`config.mk`:
```
export PLATFORM = sky130hd
export DESIGN_NAME = asym_decode_stage
export DESIGN_NICKNAME = d
export VERILOG_FILES = /design/src/rtl/udec_pkg.sv /design/src/rtl/udec_tsel.sv /design/src/rtl/udec_lane_alloc.sv /design/src/rtl/udec_useq.sv /design/src/rtl/asym_decode_stage.sv
export SDC_FILE = /design/constraint.sdc
export NUM_CORES = 1
export LEC_CHECK = 0
export ABC_CLOCK_PERIOD_IN_PS = 3230
export BUFFER_PORTS_ARGS = -buffer_cell sky130_fd_sc_hd__buf_2
export CORE_ASPECT_RATIO = 1.2
export CORE_MARGIN = 3
export CORE_UTILIZATION = 49
export DETAILED_ROUTE_END_ITERATION = 10
export PLACE_DENSITY = 0.87
export RECOVER_POWER = 25
export SLEW_MARGIN = 10
export SYNTH_ARGS = -nofsm -noshare
export SYNTH_HDL_FRONTEND = slang
export SYNTH_HIERARCHICAL = 1
export SYNTH_SLANG_ARGS = --single-unit
```
`constraint.sdc`:
```
create_clock -name clk -period 3.23 [get_ports clk]
set_clock_uncertainty 0.15 [all_clocks]
set_input_delay 0.646 -clock clk [delete_from_list [all_inputs] [get_ports clk]]
set_output_delay 0.646 -clock clk [all_outputs]
set_load 0.05 [all_outputs]
```
`src/rtl/udec_pkg.sv`:
```
package udec_pkg;
  localparam int LANES     = 4;
  localparam int THREADS   = 2;
  localparam int OPW       = 4;
  localparam int IDXW      = 4;
  localparam int CW        = $clog2(LANES + 1);
  // opcode class boundaries
  localparam int ONE_END   = 8;
  localparam int TWO_END   = 10;
  localparam int THREE_END = 12;
  localparam int MS_FIRST  = 13;
  // microcoded length = MS_BASE + MS_STEP * (op - MS_FIRST)
  localparam int MS_BASE   = 5;
  localparam int MS_STEP   = 3;
  localparam int MS_ROWS   = 4;

  function automatic logic is_ucode(input logic [OPW-1:0] op);
    return int'(op) >= MS_FIRST;
  endfunction

  function automatic logic [CW-1:0] uop_count(input logic [OPW-1:0] op);
    if (int'(op) < ONE_END)        return CW'(1);
    else if (int'(op) < TWO_END)   return CW'(2);
    else if (int'(op) < THREE_END) return CW'(3);
    else                           return CW'(LANES);
  endfunction
endpackage

```
`src/rtl/udec_tsel.sv`:
```
module udec_tsel (
  input  logic clk,
  input  logic rst,
  input  logic adv,
  output logic tid
);
  always_ff @(posedge clk) begin
    if (rst)      tid <= 1'b0;
    else if (adv) tid <= ~tid;
  end


  tid_flip_chk: assert property (@(posedge clk) disable iff (rst)
    adv |=> (tid != $past(tid)));

  tid_hold_chk: assert property (@(posedge clk) disable iff (rst)
    !adv |=> $stable(tid));
endmodule

```
`src/rtl/udec_lane_alloc.sv`:
```
module udec_lane_alloc
  import udec_pkg::*;
(
  input  logic [LANES-1:0]           vld,
  input  logic [LANES-1:0][OPW-1:0]  ops,
  output logic [CW-1:0]              take,
  output logic                       ms_start,
  output logic [LANES-1:0]           b_vld,
  output logic [LANES-1:0][OPW-1:0]  b_op,
  output logic [LANES-1:0][IDXW-1:0] b_idx
);
  always_comb begin : alloc
    int  k;
    logic stop;
    take     = '0;
    ms_start = 1'b0;
    b_vld    = '0;
    b_op     = '0;
    b_idx    = '0;
    k        = 0;
    stop     = 1'b0;
    if (vld[0]) begin
      take = CW'(1);
      if (is_ucode(ops[0])) begin
        ms_start = 1'b1;
      end else begin
        k = int'(uop_count(ops[0]));
        for (int j = 0; j < LANES; j++) begin
          if (j < k) begin
            b_vld[j] = 1'b1;
            b_op[j]  = ops[0];
            b_idx[j] = IDXW'(j);
          end
        end
        for (int i = 1; i < LANES; i++) begin
          if (!stop && (i <= LANES - k) && vld[i] && !is_ucode(ops[i]) &&
              (uop_count(ops[i]) == CW'(1))) begin
            b_vld[k+i-1] = 1'b1;
            b_op[k+i-1]  = ops[i];
            b_idx[k+i-1] = '0;
            take         = take + CW'(1);
          end else begin
            stop = 1'b1;
          end
        end
      end
    end
  end
endmodule

```
`src/rtl/udec_useq.sv`:
```
module udec_useq
  import udec_pkg::*;
(
  input  logic            clk,
  input  logic            rst,
  input  logic            adv,
  input  logic            start,
  input  logic [OPW-1:0]  start_op,
  input  logic            start_tid,
  output logic            busy,
  output logic [OPW-1:0]  row_op,
  output logic [CW-1:0]   row_cnt,
  output logic [IDXW-1:0] row_base,
  output logic            row_tid
);
  localparam int NMS   = (1 << OPW) - MS_FIRST;
  localparam int MSW   = (NMS > 1) ? $clog2(NMS) : 1;
  localparam int STW   = $clog2(MS_ROWS);
  localparam int DEPTH = (1 << MSW) * MS_ROWS;

  logic [CW:0]    rom [DEPTH];
  logic [OPW-1:0] op_q;
  logic [STW-1:0] step_q;
  logic           tid_q;
  logic [STW-1:0] cur_step;
  logic [MSW-1:0] ms_sel;
  logic [CW:0]    entry;
  logic           row_end;

  for (genvar m = 0; m < (1 << MSW); m++) begin : g_seq
    for (genvar s = 0; s < MS_ROWS; s++) begin : g_row
      localparam int N    = MS_BASE + MS_STEP * m;
      localparam int REM  = N - LANES * s;
      localparam int CNT  = (m >= NMS || REM <= 0) ? 0 : ((REM > LANES) ? LANES : REM);
      localparam bit LAST = (m < NMS) && (REM > 0) && (REM <= LANES);
      assign rom[m*MS_ROWS+s] = {LAST, CW'(CNT)};
    end
  end

  assign row_op   = busy ? op_q : start_op;
  assign cur_step = busy ? step_q : '0;
  assign ms_sel   = MSW'(row_op - OPW'(MS_FIRST));
  assign entry    = rom[{ms_sel, cur_step}];
  assign row_cnt  = entry[CW-1:0];
  assign row_end  = entry[CW];
  assign row_base = IDXW'(cur_step) * IDXW'(LANES);
  assign row_tid  = busy ? tid_q : start_tid;

  always_ff @(posedge clk) begin
    if (rst) begin
      busy   <= 1'b0;
      op_q   <= '0;
      step_q <= '0;
      tid_q  <= 1'b0;
    end else if (adv) begin
      if (busy) begin
        if (row_end) busy <= 1'b0;
        else         step_q <= step_q + STW'(1);
      end else if (start && !row_end) begin
        busy   <= 1'b1;
        op_q   <= start_op;
        step_q <= STW'(1);
        tid_q  <= start_tid;
      end
    end
  end


  seq_cont_chk: assert property (@(posedge clk) disable iff (rst)
    (busy && adv && !row_end) |=> busy);

  seq_row_chk: assert property (@(posedge clk) disable iff (rst)
    busy |-> (row_cnt != '0));

  seq_hold_chk: assert property (@(posedge clk) disable iff (rst)
    !adv |=> ($stable(busy) && $stable(step_q)));
endmodule

```
`src/rtl/asym_decode_stage.sv`:
```
module asym_decode_stage
  import udec_pkg::*;
(
  input  logic                          clk,
  input  logic                          rst,
  input  logic [THREADS*LANES-1:0]      in_vld,
  input  logic [THREADS*LANES*OPW-1:0]  in_op,
  input  logic                          out_stall,
  output logic [CW-1:0]                 take_cnt,
  output logic                          cur_tid,
  output logic [LANES-1:0]              out_vld,
  output logic [LANES*OPW-1:0]          out_op,
  output logic [LANES*IDXW-1:0]         out_idx,
  output logic                          out_tid
);
  logic [LANES-1:0]           win_vld;
  logic [LANES-1:0][OPW-1:0]  win_op;
  logic [CW-1:0]              a_take;
  logic                       a_ms;
  logic [LANES-1:0]           a_vld;
  logic [LANES-1:0][OPW-1:0]  a_op;
  logic [LANES-1:0][IDXW-1:0] a_idx;
  logic                       busy, adv_dec, row_tid;
  logic [OPW-1:0]             row_op;
  logic [CW-1:0]              row_cnt;
  logic [IDXW-1:0]            row_base;
  logic [LANES-1:0]           n_vld, vld_q;
  logic [LANES-1:0][OPW-1:0]  n_op, op_q;
  logic [LANES-1:0][IDXW-1:0] n_idx, idx_q;
  logic                       n_tid, tid_q;

  assign adv_dec = !out_stall && !busy;

  always_comb begin
    for (int l = 0; l < LANES; l++) begin
      win_vld[l] = in_vld[int'(cur_tid)*LANES + l];
      win_op[l]  = in_op[(int'(cur_tid)*LANES + l)*OPW +: OPW];
    end
  end

  udec_tsel tsel_i (.clk(clk), .rst(rst), .adv(adv_dec), .tid(cur_tid));

  udec_lane_alloc alloc_i (
    .vld(win_vld), .ops(win_op), .take(a_take), .ms_start(a_ms),
    .b_vld(a_vld), .b_op(a_op), .b_idx(a_idx)
  );

  udec_useq useq_i (
    .clk(clk), .rst(rst), .adv(!out_stall), .start(adv_dec && a_ms),
    .start_op(win_op[0]), .start_tid(cur_tid), .busy(busy), .row_op(row_op),
    .row_cnt(row_cnt), .row_base(row_base), .row_tid(row_tid)
  );

  assign take_cnt = adv_dec ? a_take : '0;

  always_comb begin
    n_vld = '0;
    n_op  = '0;
    n_idx = '0;
    n_tid = cur_tid;
    if (busy || a_ms) begin
      n_tid = row_tid;
      for (int j = 0; j < LANES; j++) begin
        if (j < int'(row_cnt)) begin
          n_vld[j] = 1'b1;
          n_op[j]  = row_op;
          n_idx[j] = row_base + IDXW'(j);
        end
      end
    end else begin
      n_vld = a_vld;
      n_op  = a_op;
      n_idx = a_idx;
    end
  end

  always_ff @(posedge clk) begin
    if (rst) begin
      vld_q <= '0;
      op_q  <= '0;
      idx_q <= '0;
      tid_q <= 1'b0;
    end else if (!out_stall) begin
      vld_q <= n_vld;
      op_q  <= n_op;
      idx_q <= n_idx;
      tid_q <= n_tid;
    end
  end

  assign out_vld = vld_q;
  assign out_op  = op_q;
  assign out_idx = idx_q;
  assign out_tid = tid_q;


  stall_hold_chk: assert property (@(posedge clk) disable iff (rst)
    out_stall |=> ($stable(out_vld) && $stable(out_op) && $stable(out_idx) && $stable(out_tid)));

  bundle_packed_chk: assert property (@(posedge clk) disable iff (rst)
    ((out_vld & (out_vld + 1'b1)) == '0));

  seq_emits_chk: assert property (@(posedge clk) disable iff (rst)
    (busy && !out_stall) |=> out_vld[0]);

  win_prefix0_chk: assert property (@(posedge clk) disable iff (rst)
    ((in_vld[LANES-1:0] & (in_vld[LANES-1:0] + 1'b1)) == '0));

  win_prefix1_chk: assert property (@(posedge clk) disable iff (rst)
    ((in_vld[2*LANES-1:LANES] & (in_vld[2*LANES-1:LANES] + 1'b1)) == '0));
endmodule

```
# Word level (Yosys, flattened, before mapping)
# Memory sizes are Yosys's and may differ from the RTL's.
# Index checks and enable logic that the tools add are counted.
# word_totals
in_bits	43
latch_bits	0
regBits	46
mem_bits_rw	0
romBits	64
out_inout_bits	41
memories	1
# classes
div	0
n_bitwise	13
order_cmp	38
eq_ne	4
mul	0
n_reduce_logical	29
add_sub_neg	17
n_mux	153
shifts	4
# mem_list
memory	words	word_bits	rd	rd_ports_with_merged_regs	wr	line	rtl
(name not given)	16	4	1	0	0	udec_useq.sv:43	assign entry = rom[{ms_sel, cur_step}];
# ops
op	count
$mux W16	20
$mux W4	44
$ge A32 B1 Y1 const B	3
$lt A32 B4 Y1 const B	3
$lt A32 B5 Y1 const B	3
$shiftx A32 B7 Y4	3
$sub A32 B2 Y32 const B	3
$mux W3	29
$le A3 B32 Y1 const A	2
$and A16 B16 Y16	3
$bwmux W16	3
$lt A4 B4 Y1 const B	12
$not A16 Y16	3
$mux W1	41
$le A2 B32 Y1 const A	1
$shiftx A32 B6 Y4	1
$demux W4 S2	3
$logic_and A1 B1 Y1	17
$add A3 B2 Y4 const B	4
$ge A4 B4 Y1 const B	4
$mux W2	7
$lt A1 B3 Y1 const A	4
$lt A2 B3 Y1 const A	4
$or A4 B4 Y4	3
19 further kinds	38

# Depth between registers and ports, before layout
# logic_depth
depth_word	32
mapped_depth	13

# Cells and area by module
# Netlist, hierarchy kept.
# by_module_without_submodules
module	area_per_inst_um2	seq_area_each_um2	instances	cells_per_inst
asym_decode_stage	2073.2	740.7	1	236
udec_lane_alloc	639.4	0.0	1	98
udec_useq	555.5	160.2	1	62
udec_tsel	32.5	20.0	1	3

# Least setup slack after synthesis
# No wires, ideal clock.
# synth_path
path_kind	register to output
startpoint	reg tsel_i.tid
endpoint	out take_cnt[1]
path_buffers	3
path_stages_with_launch	12
t_arrival_ps	3201
setup_slack_ps	-767
required_ps	2434
path_cell_list	dfxtp_1 buf_2 mux2_2 clkbuf_2 or2_2 a21oi_1 ha_1 and4bb_1 buf_6 nor2b_1 a211oi_2 and2_1
# synth_lines
element	line	rtl
start, declared	udec_tsel.sv:5	output logic tid
start signal, assigned	udec_tsel.sv:9	else if (adv) tid <= ~tid;
end, declared	asym_decode_stage.sv:9	output logic [CW-1:0] take_cnt,

# Final worst setup path
# layout_path
startpoint	reg tsel_i.tid
endpoint	out take_cnt[1]
# layout_lines
element	line	rtl
$add A3 B1 Y4 (*)	asym_decode_stage.sv:36	win_vld[l] = in_vld[int'(cur_tid)*LANES + l];
$bmux W1 S3 (*)	asym_decode_stage.sv:36	
$mux W1 (implied by the code) (*) (2 in series)	asym_decode_stage.sv:36	
named net win_vld[1]	asym_decode_stage.sv:16	logic [LANES-1:0] win_vld;
$logic_and A1 B1 Y1 (*) (3 in series)	udec_lane_alloc.sv:36	if (!stop && (i <= LANES - k) && vld[i] && !is_ucode(ops[i]) &&
branches (longest 16 deep; another with $add A3 B1 Y3)	n/a	
$mux W3 (*)	udec_lane_alloc.sv:36	
$mux W3 (*)	udec_lane_alloc.sv:24	if (is_ucode(ops[0])) begin
$mux W3 (*)	udec_lane_alloc.sv:22	if (vld[0]) begin
named net a_take[1]	asym_decode_stage.sv:18	logic [CW-1:0] a_take;
$mux W3 (*)	asym_decode_stage.sv:54	assign take_cnt = adv_dec ? a_take : '0;
# Mark *: on every way through the listed nets, which the timed path passes. The select of a mux whose other input is x is not followed.

==> qor.csv <==
stage,metric,value,unit
logic_synthesis,synthesized area,3301,um2
layout,post-route non-filler standard cell count,568,
setup_path,CP arrival,2.46,ns
route,vias after detailed routing,3327,
setup_path,most used cell along the critical path,and2_4,
pwr,peak supply drop,0.0003142,V
place,port bufs,83,
setup_path,Crit Path Max Fanout,8,
place,hpwl dp,6771,um
setup_path,Crit path largest cell delay,0.43,ns
clock_network,CTS tree,yes,
setup_path,"reg-to-reg slack, setup",0.22,ns
route,number of routed nets with antenna violations,0,
logic_synthesis,syn avg cell area,8.272,um2
global_route,first-pass GRT wire length,14410,um
sta,final worst slack,-0.02558,ns
global_route,initial antenna violation count,0,
logic_synthesis,Seq cells post-synth,46,
clock_network,clock sinks,46,
sta,Fmax,0.3072,GHz
setup_path,Worst R2R End,out_vld[3],
setup_path,CP required,2.43,ns
global_route,gr usage total,0.2356,
place,dpl cell area,3784,um2
floorplan,I/O Pins,84,
setup_path,WS Path Type,reg -> out,
hold_path,hold path endpoint,out_idx[8],
sta,final-report hold violation count,0,
layout,post-layout util,0.6078,
sta,"Setup violations, final",2,
layout,# diodes,0,
route,First DRT Iteration DRCs,274,
status,status,"complete, but fails checks",
pwr,Final Power,1.873,mW
setup_path,Worst path slowest cell,dfxtp_4,
route,residual DRC count,0,
floorplan,row cnt,32,
job,Max Cap Viol,0,
sta,final worst-path cycle share,1.008,
logic_synthesis,"EDFF count, synth",0,
logic_synthesis,Netlist cell types,65,
route,uppermost layer routed,met4,
route,met2 routed WL,4702,um
sta,RSZ-0062 raised after global routing,yes,
pwr,Cell Pwr Density,475.1,nW/um2
route,Vias/cell,5.857,
clock_network,clock latency on the worst-skew pair,0.30,ns
clock_network,clock root buffer,clkbuf_8,
setup_path,startpoint types,flip-flop,
clock_network,clk buf depth,2,
floorplan,width of the die,80.92,um
logic_synthesis,Post-synth top flop,dfxtp_1,
setup_path,Worst Reg-to-Reg Cells,13,
layout,final net count,532,
route,M1 WL,3682,um
layout,area delta synth->final,19.45,%
place,Routability Congestion,0.9419,
sta,slew of the pin with the lowest slew margin,1.373,ns
layout,FILL cells,564,
setup_path,CP cell instances,"mux2_4, and2b_2, and2_4, ha_1, and4bb_2, buf_4, a211oi_2, and2_4, buf_8",
logic_synthesis,synthesized netlist cell count,399,
logic_synthesis,Async SR Flop Fraction,0,
logic_synthesis,yosys warns,6,
route,Routed WL,9417,um
floorplan,Die Span Y,95.91,um
sta,final setup TNS,-0.03961,ns
layout,ratio of cells with drive above 1 in the final layout,0.3354,
setup_path,Critical Path Sink Type,primary output,
sta,min cycle time layout,3.256,ns
global_route,number of global-route vias before repair,3050,
layout,"Design Area, Final",3943,um2
hold_path,HP Start,out_idx[8],
floorplan,Die ar.,7761,um2
floorplan,starting density of the core,0.5089,
sta,Slew Limit Fails,0,
setup_path,reg2reg start,tsel_i/tid,
clock_network,CTS Buf Count,5,
pwr,Pleak,1.727,nW
route,met3 wire len,690,um
route,WL/cell,16.58,um
sta,relative slew slack,0.08438,
route,Initial DRT Pass Iterations,4,
place,placed cells,557,
clock_network,CTS clock-pin slew for the worst setup and hold paths,0.09,ns
floorplan,core area,6486,um2
hold_path,Min-Delay Path Class,reg -> reg,
global_route,GRT Residual Overflow,0,
logic_synthesis,register area share after synthesis,0.2790,
clock_network,htree depth,2,
global_route,largest net degree at the start of global routing,29,
status,failing checks,setup timing,
hold_path,hold path cells,2,
## registers in the layout (all words and copies together) (netlist names), 2 cells and up
name and count:
useq_i/step_q 2, out_idx 16, useq_i/op_q 4, out_vld 4
out_op 16
## how the worst max path moves through the flow
| stage | slack, ns | to | start | cells past startpoint |
|---|---|---|---|---|
| floorplan | -0.01 | take_cnt[1] | tsel_i/tid | 11 |
| global placement | -0.08 | take_cnt[1] | in_vld[1] | 10 |
| detailed placement | -0.13 | take_cnt[1] | in_op[7] | 11 |
| CTS | -0.06 | take_cnt[1] | tsel_i/tid | 10 |
| global route | -0.14 | take_cnt[0] | tsel_i/tid | 10 |
| finish | -0.03 | take_cnt[1] | tsel_i/tid | 9 |
## cell usage in the layout (no fill, tap or decap), types with 2 or more instances in the layout
| master | netlist | routed |
|---|---|---|
| buf_2 | 16 | 64 |
| a21oi_1 | 30 | 29 |
| nand3_1 | 16 | 16 |
| ha_1 | 7 | 7 |
| and3_1 | 2 | 2 |
| bufinv_16 | 0 | 2 |
| nor2b_1 | 4 | 3 |
| mux2i_1 | 5 | 5 |
| nand3b_1 | 4 | 4 |
| o211ai_1 | 2 | 2 |
| a211oi_1 | 4 | 4 |
| mux2_2 | 25 | 21 |
| and4bb_2 | 1 | 2 |
| nor4bb_1 | 2 | 2 |
| clkbuf_1 | 7 | 18 |
| and2_1 | 8 | 4 |
| clkbuf_8 | 0 | 5 |
| xnor2_1 | 3 | 3 |
| and3b_1 | 2 | 2 |
| inv_1 | 17 | 17 |
| nor2_1 | 48 | 48 |
| nand2_2 | 1 | 2 |
| nand2_1 | 17 | 16 |
| nand4_1 | 2 | 2 |
| buf_8 | 0 | 2 |
| mux2_4 | 0 | 4 |
| o21ai_0 | 24 | 24 |
| a21o_1 | 2 | 2 |
| and2_4 | 0 | 4 |
| a221oi_2 | 8 | 7 |
| a311oi_1 | 10 | 10 |
| nor3_1 | 7 | 7 |
| dfxtp_1 | 46 | 45 |
| a221oi_1 | 13 | 14 |
| buf_4 | 19 | 30 |
| o21a_1 | 2 | 2 |
| xor2_1 | 3 | 3 |
| a31oi_1 | 3 | 3 |
| conb_1 | 2 | 14 |
## layout make-up
class | instances | area (um2) | share of cell area
Inverter | 18 | 67.56 | 0.01714
Timing Repair Buffer | 115 | 654.4 | 0.1660
Sequential cell | 46 | 924.6 | 0.2345
Clock inverter | 3 | 68.82 | 0.01745
Multi-Input combinational cell | 296 | 2052 | 0.5205
Tap cell | 85 | 106.4 | 0.02698
Clock buffer | 5 | 68.82 | 0.01745
## power by group
part	leakage, nW	total (mW)	switching [mW]	internal, mW
logic	1.28	0.716	0.466	0.251
clock network	0.0683	0.513	0.203	0.310
registers	0.380	0.644	0.0327	0.612
total	1.73	1.87	0.701	1.17
## worst max-delay path, delay by kind of cell, from the launching register on
kind                       cells  cell delay [ns]
AOI/OAI and AO/OA              1             0.17
adders and majority gates      1             0.18
buffers and inverters          2             0.28
DFF                            1             0.43
muxes                          1             0.32
and+or+nand+nor                4             0.78
## synth_stat cells (all sizes together) (3+ instances only)
cell type / count / area share
a221oi: 21 / 0.071
mux2i: 5 / 0.015
xor2: 3 / 0.0080
buf: 43 / 0.092
xnor2: 3 / 0.0080
nand3b: 5 / 0.015
nand2: 18 / 0.021
clkbuf: 8 / 0.0095
and2: 8 / 0.015
o21ai: 25 / 0.038
a311oi: 11 / 0.031
nor2b: 4 / 0.0076
a21oi: 30 / 0.045
nand3: 16 / 0.024
nor3: 8 / 0.014
dfxtp: 46 / 0.28
and3: 4 / 0.0095
a31oi: 3 / 0.0057
mux2: 25 / 0.085
inv: 18 / 0.020
o211ai: 3 / 0.011
nor2: 49 / 0.056
ha: 7 / 0.027
a211oi: 5 / 0.013
## logic make-up after synthesis
group                    count (synthesis)  synth area share
AO/OA/AOI/OAI                          113            0.2544
XOR/XNOR                                 6           0.01592
adder cells (fa/ha/maj)                  7           0.02653
buffers and inverters                   69            0.1224
flip-flops                              46            0.2790
multiplexers                            30            0.1005
other                                    2          0.002275
AND/OR/NAND/NOR                        126            0.1990
## what timing repair did
item / CTS / global route
hold buffers: 0 / 0
setup buffers: 3 / 0
setup endpoints to repair: 3 / 3
gates resized for setup: 11 / 1
pin swaps: 1 / 2
## layer usage
metal  vias up  track usage
met1      1551       0.2723
li1       1571            -
met3        30      0.02996
met2       175       0.4315
met5         -            0
met4         0      0.09859
## per-stage QoR
stage	setup slack [ns]	hold slack [ns]
floorplan	-0.01294	0.3076
global placement	-0.08315	0.3074
detailed placement	-0.1342	0.3166
CTS	-0.06316	0.3300
global route	-0.1398	0.3544
finish	-0.02558	0.3299
(Power assumes the default switching activity.)
